File: config.mk
export PLATFORM = sky130hd
export DESIGN_NAME = mcyc_timer
export DESIGN_NICKNAME = d
export VERILOG_FILES = /design/src/rtl/mcyc_pkg.sv /design/src/rtl/mc_strobe_gen.sv /design/src/rtl/pin_fall_sampler.sv /design/src/rtl/count_core.sv /design/src/rtl/mcyc_timer.sv
export SDC_FILE = /design/constraint.sdc
export NUM_CORES = 1
export LEC_CHECK = 0
export ABC_CLOCK_PERIOD_IN_PS = 4300
export BUFFER_PORTS_ARGS = -buffer_cell sky130_fd_sc_hd__buf_2
export CAP_MARGIN = 10
export CORE_UTILIZATION = 57
export CTS_CLUSTER_DIAMETER = 50
export DETAILED_ROUTE_END_ITERATION = 12
export PLACE_DENSITY_LB_ADDON = 0.25
export REMOVE_ABC_BUFFERS = 1
export SLEW_MARGIN = 30
export SYNTH_ARGS = -nofsm -noshare
export SYNTH_HDL_FRONTEND = slang
export SYNTH_SLANG_ARGS = --single-unit
File: constraint.sdc
create_clock -name clk -period 4.3 [get_ports clk]
set_input_delay 0.43 -clock clk [delete_from_list [all_inputs] [get_ports clk]]
set_output_delay 0.43 -clock clk [all_outputs]
set_load 0.05 [all_outputs]
File: src/rtl/mcyc_pkg.sv
package mcyc_pkg;

    localparam int unsigned DEF_CNT_W  = 16;
    localparam int unsigned DEF_MC_DIV = 12;
    localparam int unsigned DEF_SYNC   = 2;

    typedef enum logic {
        FN_TIMER   = 1'b0,
        FN_COUNTER = 1'b1
    } fn_sel_e;

    typedef struct packed {
        logic       lo_we;
        logic       hi_we;
        logic [7:0] data;
    } byte_wr_t;

    typedef struct packed {
        logic we;
        logic wdata;
        logic ack;
    } flag_ctl_t;

    function automatic logic any_write(input byte_wr_t w);
        return w.lo_we | w.hi_we;
    endfunction

endpackage

File: src/rtl/mc_strobe_gen.sv
module mc_strobe_gen #(
    parameter int unsigned MC_DIV = 12
) (
    input  logic clk,
    input  logic rst,
    output logic tick
);
    localparam int unsigned DW = (MC_DIV > 1) ? $clog2(MC_DIV) : 1;
    localparam logic [DW-1:0] LAST = DW'(MC_DIV - 1);

    logic [DW-1:0] phase_q;

    always_ff @(posedge clk) begin
        if (rst)                 phase_q <= '0;
        else if (phase_q == LAST) phase_q <= '0;
        else                     phase_q <= phase_q + 1'b1;
    end

    assign tick = (phase_q == LAST);
endmodule

File: src/rtl/pin_fall_sampler.sv
module pin_fall_sampler #(
    parameter int unsigned SYNC = 2
) (
    input  logic clk,
    input  logic rst,
    input  logic tick,
    input  logic pin,
    output logic fall
);
    logic [SYNC-1:0] sync_q;
    logic            older_q;
    logic            newer_q;

    generate
        if (SYNC == 1) begin : g_one
            always_ff @(posedge clk) begin
                if (rst) sync_q <= '0;
                else     sync_q <= pin;
            end
        end else begin : g_chain
            always_ff @(posedge clk) begin
                if (rst) sync_q <= '0;
                else     sync_q <= {sync_q[SYNC-2:0], pin};
            end
        end
    endgenerate

    always_ff @(posedge clk) begin
        if (rst) begin
            older_q <= 1'b0;
            newer_q <= 1'b0;
        end else if (tick) begin
            older_q <= newer_q;
            newer_q <= sync_q[SYNC-1];
        end
    end

    assign fall = older_q & ~newer_q;
endmodule

File: src/rtl/count_core.sv
module count_core
    import mcyc_pkg::*;
#(
    parameter int unsigned CNT_W = 16
) (
    input  logic             clk,
    input  logic             rst,
    input  logic             step,
    input  byte_wr_t         bwr,
    input  flag_ctl_t        fctl,
    output logic [CNT_W-1:0] cnt,
    output logic             flag
);
    localparam int unsigned BW = CNT_W / 2;

    logic [CNT_W-1:0] cnt_q;
    logic             flag_q;
    logic             wrote;
    logic             wrap;

    assign wrote = any_write(bwr);
    assign wrap  = step & ~wrote & (&cnt_q);

    always_ff @(posedge clk) begin
        if (rst) begin
            cnt_q <= '0;
        end else if (wrote) begin
            if (bwr.lo_we) cnt_q[BW-1:0]     <= bwr.data[BW-1:0];
            if (bwr.hi_we) cnt_q[CNT_W-1:BW] <= bwr.data[BW-1:0];
        end else if (step) begin
            cnt_q <= cnt_q + 1'b1;
        end
    end

    always_ff @(posedge clk) begin
        if (rst)          flag_q <= 1'b0;
        else if (wrap)    flag_q <= 1'b1;
        else if (fctl.ack) flag_q <= 1'b0;
        else if (fctl.we) flag_q <= fctl.wdata;
    end

    assign cnt  = cnt_q;
    assign flag = flag_q;
endmodule

File: src/rtl/mcyc_timer.sv
module mcyc_timer
    import mcyc_pkg::*;
#(
    parameter int unsigned CNT_W  = DEF_CNT_W,
    parameter int unsigned MC_DIV = DEF_MC_DIV,
    parameter int unsigned SYNC   = DEF_SYNC
) (
    input  logic             clk,
    input  logic             rst,
    input  logic             fn_sel,
    input  logic             run,
    input  logic             ev_pin,
    input  logic             wr_lo,
    input  logic             wr_hi,
    input  logic [7:0]       wr_data,
    input  logic             flag_we,
    input  logic             flag_wdata,
    input  logic             intack,
    output logic [CNT_W-1:0] count,
    output logic             ovf_flag,
    output logic             mc_tick
);
    fn_sel_e   mode;
    byte_wr_t  bwr;
    flag_ctl_t fctl;
    logic      tick;
    logic      fall;
    logic      step;

    assign mode = fn_sel_e'(fn_sel);
    assign bwr  = '{lo_we: wr_lo, hi_we: wr_hi, data: wr_data};
    assign fctl = '{we: flag_we, wdata: flag_wdata, ack: intack};

    mc_strobe_gen #(.MC_DIV(MC_DIV)) u_strobe (
        .clk  (clk),
        .rst  (rst),
        .tick (tick)
    );

    pin_fall_sampler #(.SYNC(SYNC)) u_sampler (
        .clk  (clk),
        .rst  (rst),
        .tick (tick),
        .pin  (ev_pin),
        .fall (fall)
    );

    always_comb begin
        step = 1'b0;
        if (run && tick) begin
            case (mode)
                FN_TIMER:   step = 1'b1;
                FN_COUNTER: step = fall;
                default:    step = 1'b0;
            endcase
        end
    end

    count_core #(.CNT_W(CNT_W)) u_core (
        .clk  (clk),
        .rst  (rst),
        .step (step),
        .bwr  (bwr),
        .fctl (fctl),
        .cnt  (count),
        .flag (ovf_flag)
    );

    assign mc_tick = tick;
endmodule

After elaboration in Yosys (flattened, before gate mapping)

Cells that the tools add are included.
Widths: inputs -> output; s select.

RAM bits: 0
Register bits after elaboration: 25
Latch bits: 0
Word-level logic and storage cells: 35
Memory bits (read-only): 0
Output and inout port bits: 18
Memories kept: 0
Input bits: 18

Reductions and logical operators: 7
Muxes and demuxes: 9
Multipliers: 0
Divide/modulo/power cells: 0
Eq/ne operators: 3
Add/sub/neg operators: 2
Shift operators: 0
Bitwise gates (word level): 7
$lt $le $gt $ge: 0

Operators by type and width:

| kind                  | number |
|---|---|
| $mux 16               | 2 |
| $add 16x1->16 const B | 1 |
| $mux 8                | 2 |
| $reduce_and 16->1     | 1 |
| $add 4x1->4 const B   | 1 |
| $eq 4x4->1 const B    | 1 |
| $mux 1                | 4 |
| $ne 2x2->1 const B    | 2 |
| $reduce_and 2->1      | 2 |
| $and 1x1->1           | 3 |
| $not 1->1             | 3 |
| $reduce_bool 3->1     | 1 |
| $pmux 1 s2            | 1 |
| $reduce_bool 2->1     | 1 |
| $reduce_or 2->1       | 1 |
| $logic_and 1x1->1     | 1 |
| $or 1x1->1            | 1 |

Logic depth before layout (Yosys ltp)

Word-level depth: 7
Depth in mapped cells: 7

By module

From an unflattened synthesis, not the netlist that was laid out.

Cell total of the unflattened synthesis: 161
Area, all modules: 1365.1 um^2

By module, submodules not included:

| module           | cells each | times used | area an instance (um^2) |
|---|---|---|---|
| count_core       | 131        | 1          | 1033.5 |
| mc_strobe_gen    | 16         | 1          | 188.9 |
| pin_fall_sampler | 11         | 1          | 126.4 |
| mcyc_timer       | 3          | 1          | 16.3 |

Worst setup path after synthesis

Ideal clock, no wire load.

Path type: flip-flop to flip-flop
Start point: reg u_core.cnt_q[0], in the netlist u_core.cnt[0]
End point: reg u_core.cnt_q[14], in the netlist u_core.cnt[14]
Stages on the path, launching flop included: 7
Data required time: 4.169 ns
Slack: 2.191 ns
Arrival: 1.978 ns
Period minus slack after synthesis: 2.109 ns
Cells stage by stage: dfxtp_1 -> ha_1 -> nand3_1 -> clkbuf_1 -> nor4_1 -> a2bb2oi_1 -> o32ai_1

Longest elaborated chain between the ends: 3

Ends and longest elaborated chain:

| item                            | RTL line         | source |
|---|---|---|
| start, declared                 | count_core.sv:16 | `logic [CNT_W-1:0] cnt_q;` |
| start signal, assigned by index | count_core.sv:28 | `if (bwr.lo_we) cnt_q[BW-1:0] <= bwr.data[BW-1:0];` |
| start signal, assigned by index | count_core.sv:29 | `if (bwr.hi_we) cnt_q[CNT_W-1:BW] <= bwr.data[BW-1:0];` |
| start signal, assigned          | count_core.sv:31 | `cnt_q <= cnt_q + 1'b1;` |
| $add 16x1->16                   | count_core.sv:31 |  |
| $mux 16                         | count_core.sv:30 | `end else if (step) begin` |
| $mux 16                         | count_core.sv:27 | `end else if (wrote) begin` |

No other way between the ends. The select of a mux whose other input is x is not followed.
A chain may end at the register's enable or synchronous reset.

Final worst setup path

Start point: in wr_hi
End point: reg u_core.cnt_q[13], in the netlist u_core.cnt[13]

Longest elaborated chain between the ends: 3

Ends and longest elaborated chain:

| item                                                             | RTL line         | source |
|---|---|---|
| start, declared                                                  | mcyc_timer.sv:14 | `input logic wr_hi,` |
| $or 1x1->1                                                       | mcyc_pkg.sv:25   | `return w.lo_we \| w.hi_we;` |
| $ne 2x2->1 (no source line) or $reduce_bool 2->1 (tied branches) | n/a              |  |
| $reduce_and 2->1 (no source line)                                | n/a              |  |

Several ways; a longest one is shown, not always the timed one.

==> results.sh <==
export IMPL_firstDrtPassIters=4
export IMPL_antenna_left=0
export IMPL_yosys_warnings=0
export IMPL_crit_type="in -> reg"
export IMPL_yosysTopAreaCell="dfxtp_1"
export IMPL_seqPwrFrac_pct=55.1
export IMPL_synth_edf_count=0
export IMPL_period_share_pct=51.0
export IMPL_num_rows=18
export IMPL_status="completed"
export IMPL_cts_resized_gates=0
export IMPL_fin_setup_tns_ns=0
export IMPL_viasPerCell=6.42
export IMPL_power_density_nw_per_um2=286
export IMPL_wl_per_cell_um=15.5
export IMPL_gp_congestion=0.892
export IMPL_initial_core_util_pct=60.9
export IMPL_finalMaxSlewViolations=0
export IMPL_vias=1515
export IMPL_cts_root_buf="clkbuf_4"
export IMPL_crit_required_ns=4.53
export IMPL_rsz0062_at_grt="false"
export IMPL_clock_sinks=25
export IMPL_grt_max_degree=26
export IMPL_hold_class="in -> reg"
export IMPL_maxSlewHeadroom_pct=36.8
export IMPL_skew_ns=0.00799
export IMPL_holdBufCountCts=0
export IMPL_track_usage_pct=27.4
export IMPL_nNetsFinal=227
export IMPL_preCtsSetupSlack_ns=1.80
export IMPL_setup_viol=0
export IMPL_grt_overflow=0
export IMPL_netlist_area_um2=1520
export IMPL_tightestPinTransition_ns=0.948
export IMPL_ys_types=56
export IMPL_max_vdd_ir_drop_v=0.000184
export IMPL_drv_cap=0
export IMPL_cts_made_buffers=3
export IMPL_finalWirelength_mm=3.65
export IMPL_total_leakage_power_uw=0.000672
export IMPL_grt_pass1_wl_mm=5.66
export IMPL_swShare_pct=33.6
export IMPL_start_kind="input pin"
export IMPL_antenna_cells=0
export IMPL_grt_pass1_vias=1321
export IMPL_ys_seq_elements=25
export IMPL_cts_htree_levels=1
export IMPL_io_pins=36
export IMPL_power_frac_clock_pct=21.8
export IMPL_cts_tree="built"
export IMPL_ff_latch_area_um2=500
export IMPL_die_h_um=53.7
export IMPL_min_period_ns=2.19
export IMPL_intPower_uw=316
export IMPL_synthTopCellsByArea="dfxtp_1 33%, nand2_1 3.7%, o21ai_0 3.6%"
export IMPL_grt_antenna_before_repair=0
export IMPL_async_flop_share_pct=0
export IMPL_clock_path_buffers=2
export IMPL_ys_seq_area_share_pct=32.9
export IMPL_drtIter0Drc=74
export IMPL_hold_viol=0
export IMPL_n_fill_cell=225
export IMPL_synth_top_cell_area_share_pct=32.9
export IMPL_hpwl_mm=2.66
export IMPL_multi_input_area_um2=896
export IMPL_post_cts_buffers=0
export IMPL_synthCells=181
export IMPL_area_growth_pct=9.45
export IMPL_power_switching_uw=160
export IMPL_end_kind="flop"
export IMPL_drive_above_1_share_pct=22.8
export IMPL_drcViolationCount=0
export IMPL_dieArea_um2=2880
export IMPL_io_buffers=35
export IMPL_layout_setup_ws_ns=2.11
export IMPL_cp_max_fo=13
export IMPL_insertion_delay_ns=0.32
export IMPL_die_w_um=53.7
export IMPL_arrival_ns=2.42
export IMPL_fmax_mhz=456
export IMPL_worst_r2r_path_depth=5
export IMPL_clk_pin_slew_ns=0.14
export IMPL_whs_path_depth=2
export IMPL_comb_power_share_pct=23.1
export IMPL_postSynthAreaPerCell_um2=8.41
export IMPL_coreArea_um2=2500
export IMPL_synth_main_ff_cell="dfxtp_1"
==> worst paths after layout <==
path	from	to	slack (ns)
worst max-delay path	wr_hi	u_core.cnt[13]$_SDFFE_PP0P_	2.11
worst min-delay path	ev_pin	u_sampler.sync_q[0]$_SDFF_PP0_	0.32
worst max register to register	u_strobe.phase_q[0]$_SDFF_PP0_	u_core.cnt[13]$_SDFFE_PP0P_	2.15
worst min register to register	u_sampler.sync_q[0]$_SDFF_PP0_	u_sampler.sync_q[1]$_SDFF_PP0_	0.45
==> area by class of cell <==
type | instances | area share [%]
Tap cell | 30 | 2.25
Multi-Input combinational cell | 134 | 53.8
Clock buffer | 3 | 1.35
Sequential cell | 25 | 30.0
Timing Repair Buffer | 35 | 10.5
Inverter | 8 | 1.80
Clock inverter | 1 | 0.300
==> power by group through the flow <==
stage | sequential (µW) | clock (µW) | combinational, µW
finish | 262 | 104 | 110
global route | 265 | 114 | 120
CTS | 262 | 106 | 110
detailed placement | 267 | 0 | 110
global placement | 266 | 0 | 107
floorplan | 298 | 0 | 43.4
==> worst max-delay path, stage by stage <==
cell       delay (ns)
buf_2            0.16
nor2_1           0.58
o2111ai_1        0.64
a22o_1           0.41
a32o_1           0.19
==> synthesized netlist by cell type, types with 3 or more instances <==
cell type / instances
dfxtp_1: 25
nand2_1: 15
nor2_1: 13
o21ai_0: 11
inv_1: 8
nor3_1: 7
nor2b_1: 6
nor4_1: 6
o22ai_1: 6
a21oi_1: 5
a32o_1: 5
clkbuf_1: 5
nand3_1: 5
mux2i_1: 4
o32ai_1: 4
a2bb2oi_1: 3
and2_1: 3
buf_6: 3
o41ai_1: 3
==> layer usage <==
layer / track usage [%] / vias to the layer above / wire [µm]
met5: 0 / - / 0
met4: 15.4 / 0 / 53
met3: 5.08 / 8 / 249
met2: 45.5 / 68 / 1850
met1: 32.8 / 699 / 1500
li1: - / 740 / -
==> logic make-up (layout without fill, tap and decap cells) <==
family,count (synthesis),in the layout,share of synthesized area [%]
XOR/XNOR,1,1,0.575
buffers and inverters,22,47,8.30
multiplexers,4,4,2.63
adder cells (fa/ha/maj),2,2,1.64
flip-flops,25,25,32.9
AND/OR/NAND/NOR,72,72,26.4
AO/OA/AOI/OAI,55,55,27.6
==> per-stage QoR <==
step	area (µm²)	std cells	utilization [%]	total power (µW)	hold WS (ns)
5_1_grt	1670	236	66.7	498	0.316
2_1_floorplan	1430	167	-	341	0.414
4_1_cts	1670	236	66.7	478	0.310
3_3_place_gp	1640	232	65.6	373	0.418
6_report	1670	236	66.7	476	0.316
3_5_place_dp	1640	232	65.6	377	0.428
==> flip-flops by register name, indices dropped and copies added, names as in the netlist <==
register           count
u_sampler.newer_q      1
u_core.cnt            16
u_strobe.phase_q       4
u_sampler.sync_q       2
u_sampler.older_q      1
u_core.flag            1
==> cell usage in the layout, fill, tap and decap left out, types with 4 or more instances in the layout <==
cell / synthesis / layout
inv_1: 8 / 8
nor3_1: 7 / 7
a21oi_1: 5 / 5
nand3_1: 5 / 5
o32ai_1: 4 / 4
dfxtp_1: 25 / 25
nor2_1: 13 / 13
a32o_1: 5 / 5
nor4_1: 6 / 6
nand2_1: 15 / 15
mux2i_1: 4 / 4
nor2b_1: 6 / 6
buf_2: 1 / 35
o22ai_1: 6 / 6
o21ai_0: 11 / 11
Note: power is estimated with default switching activity, not from simulation.
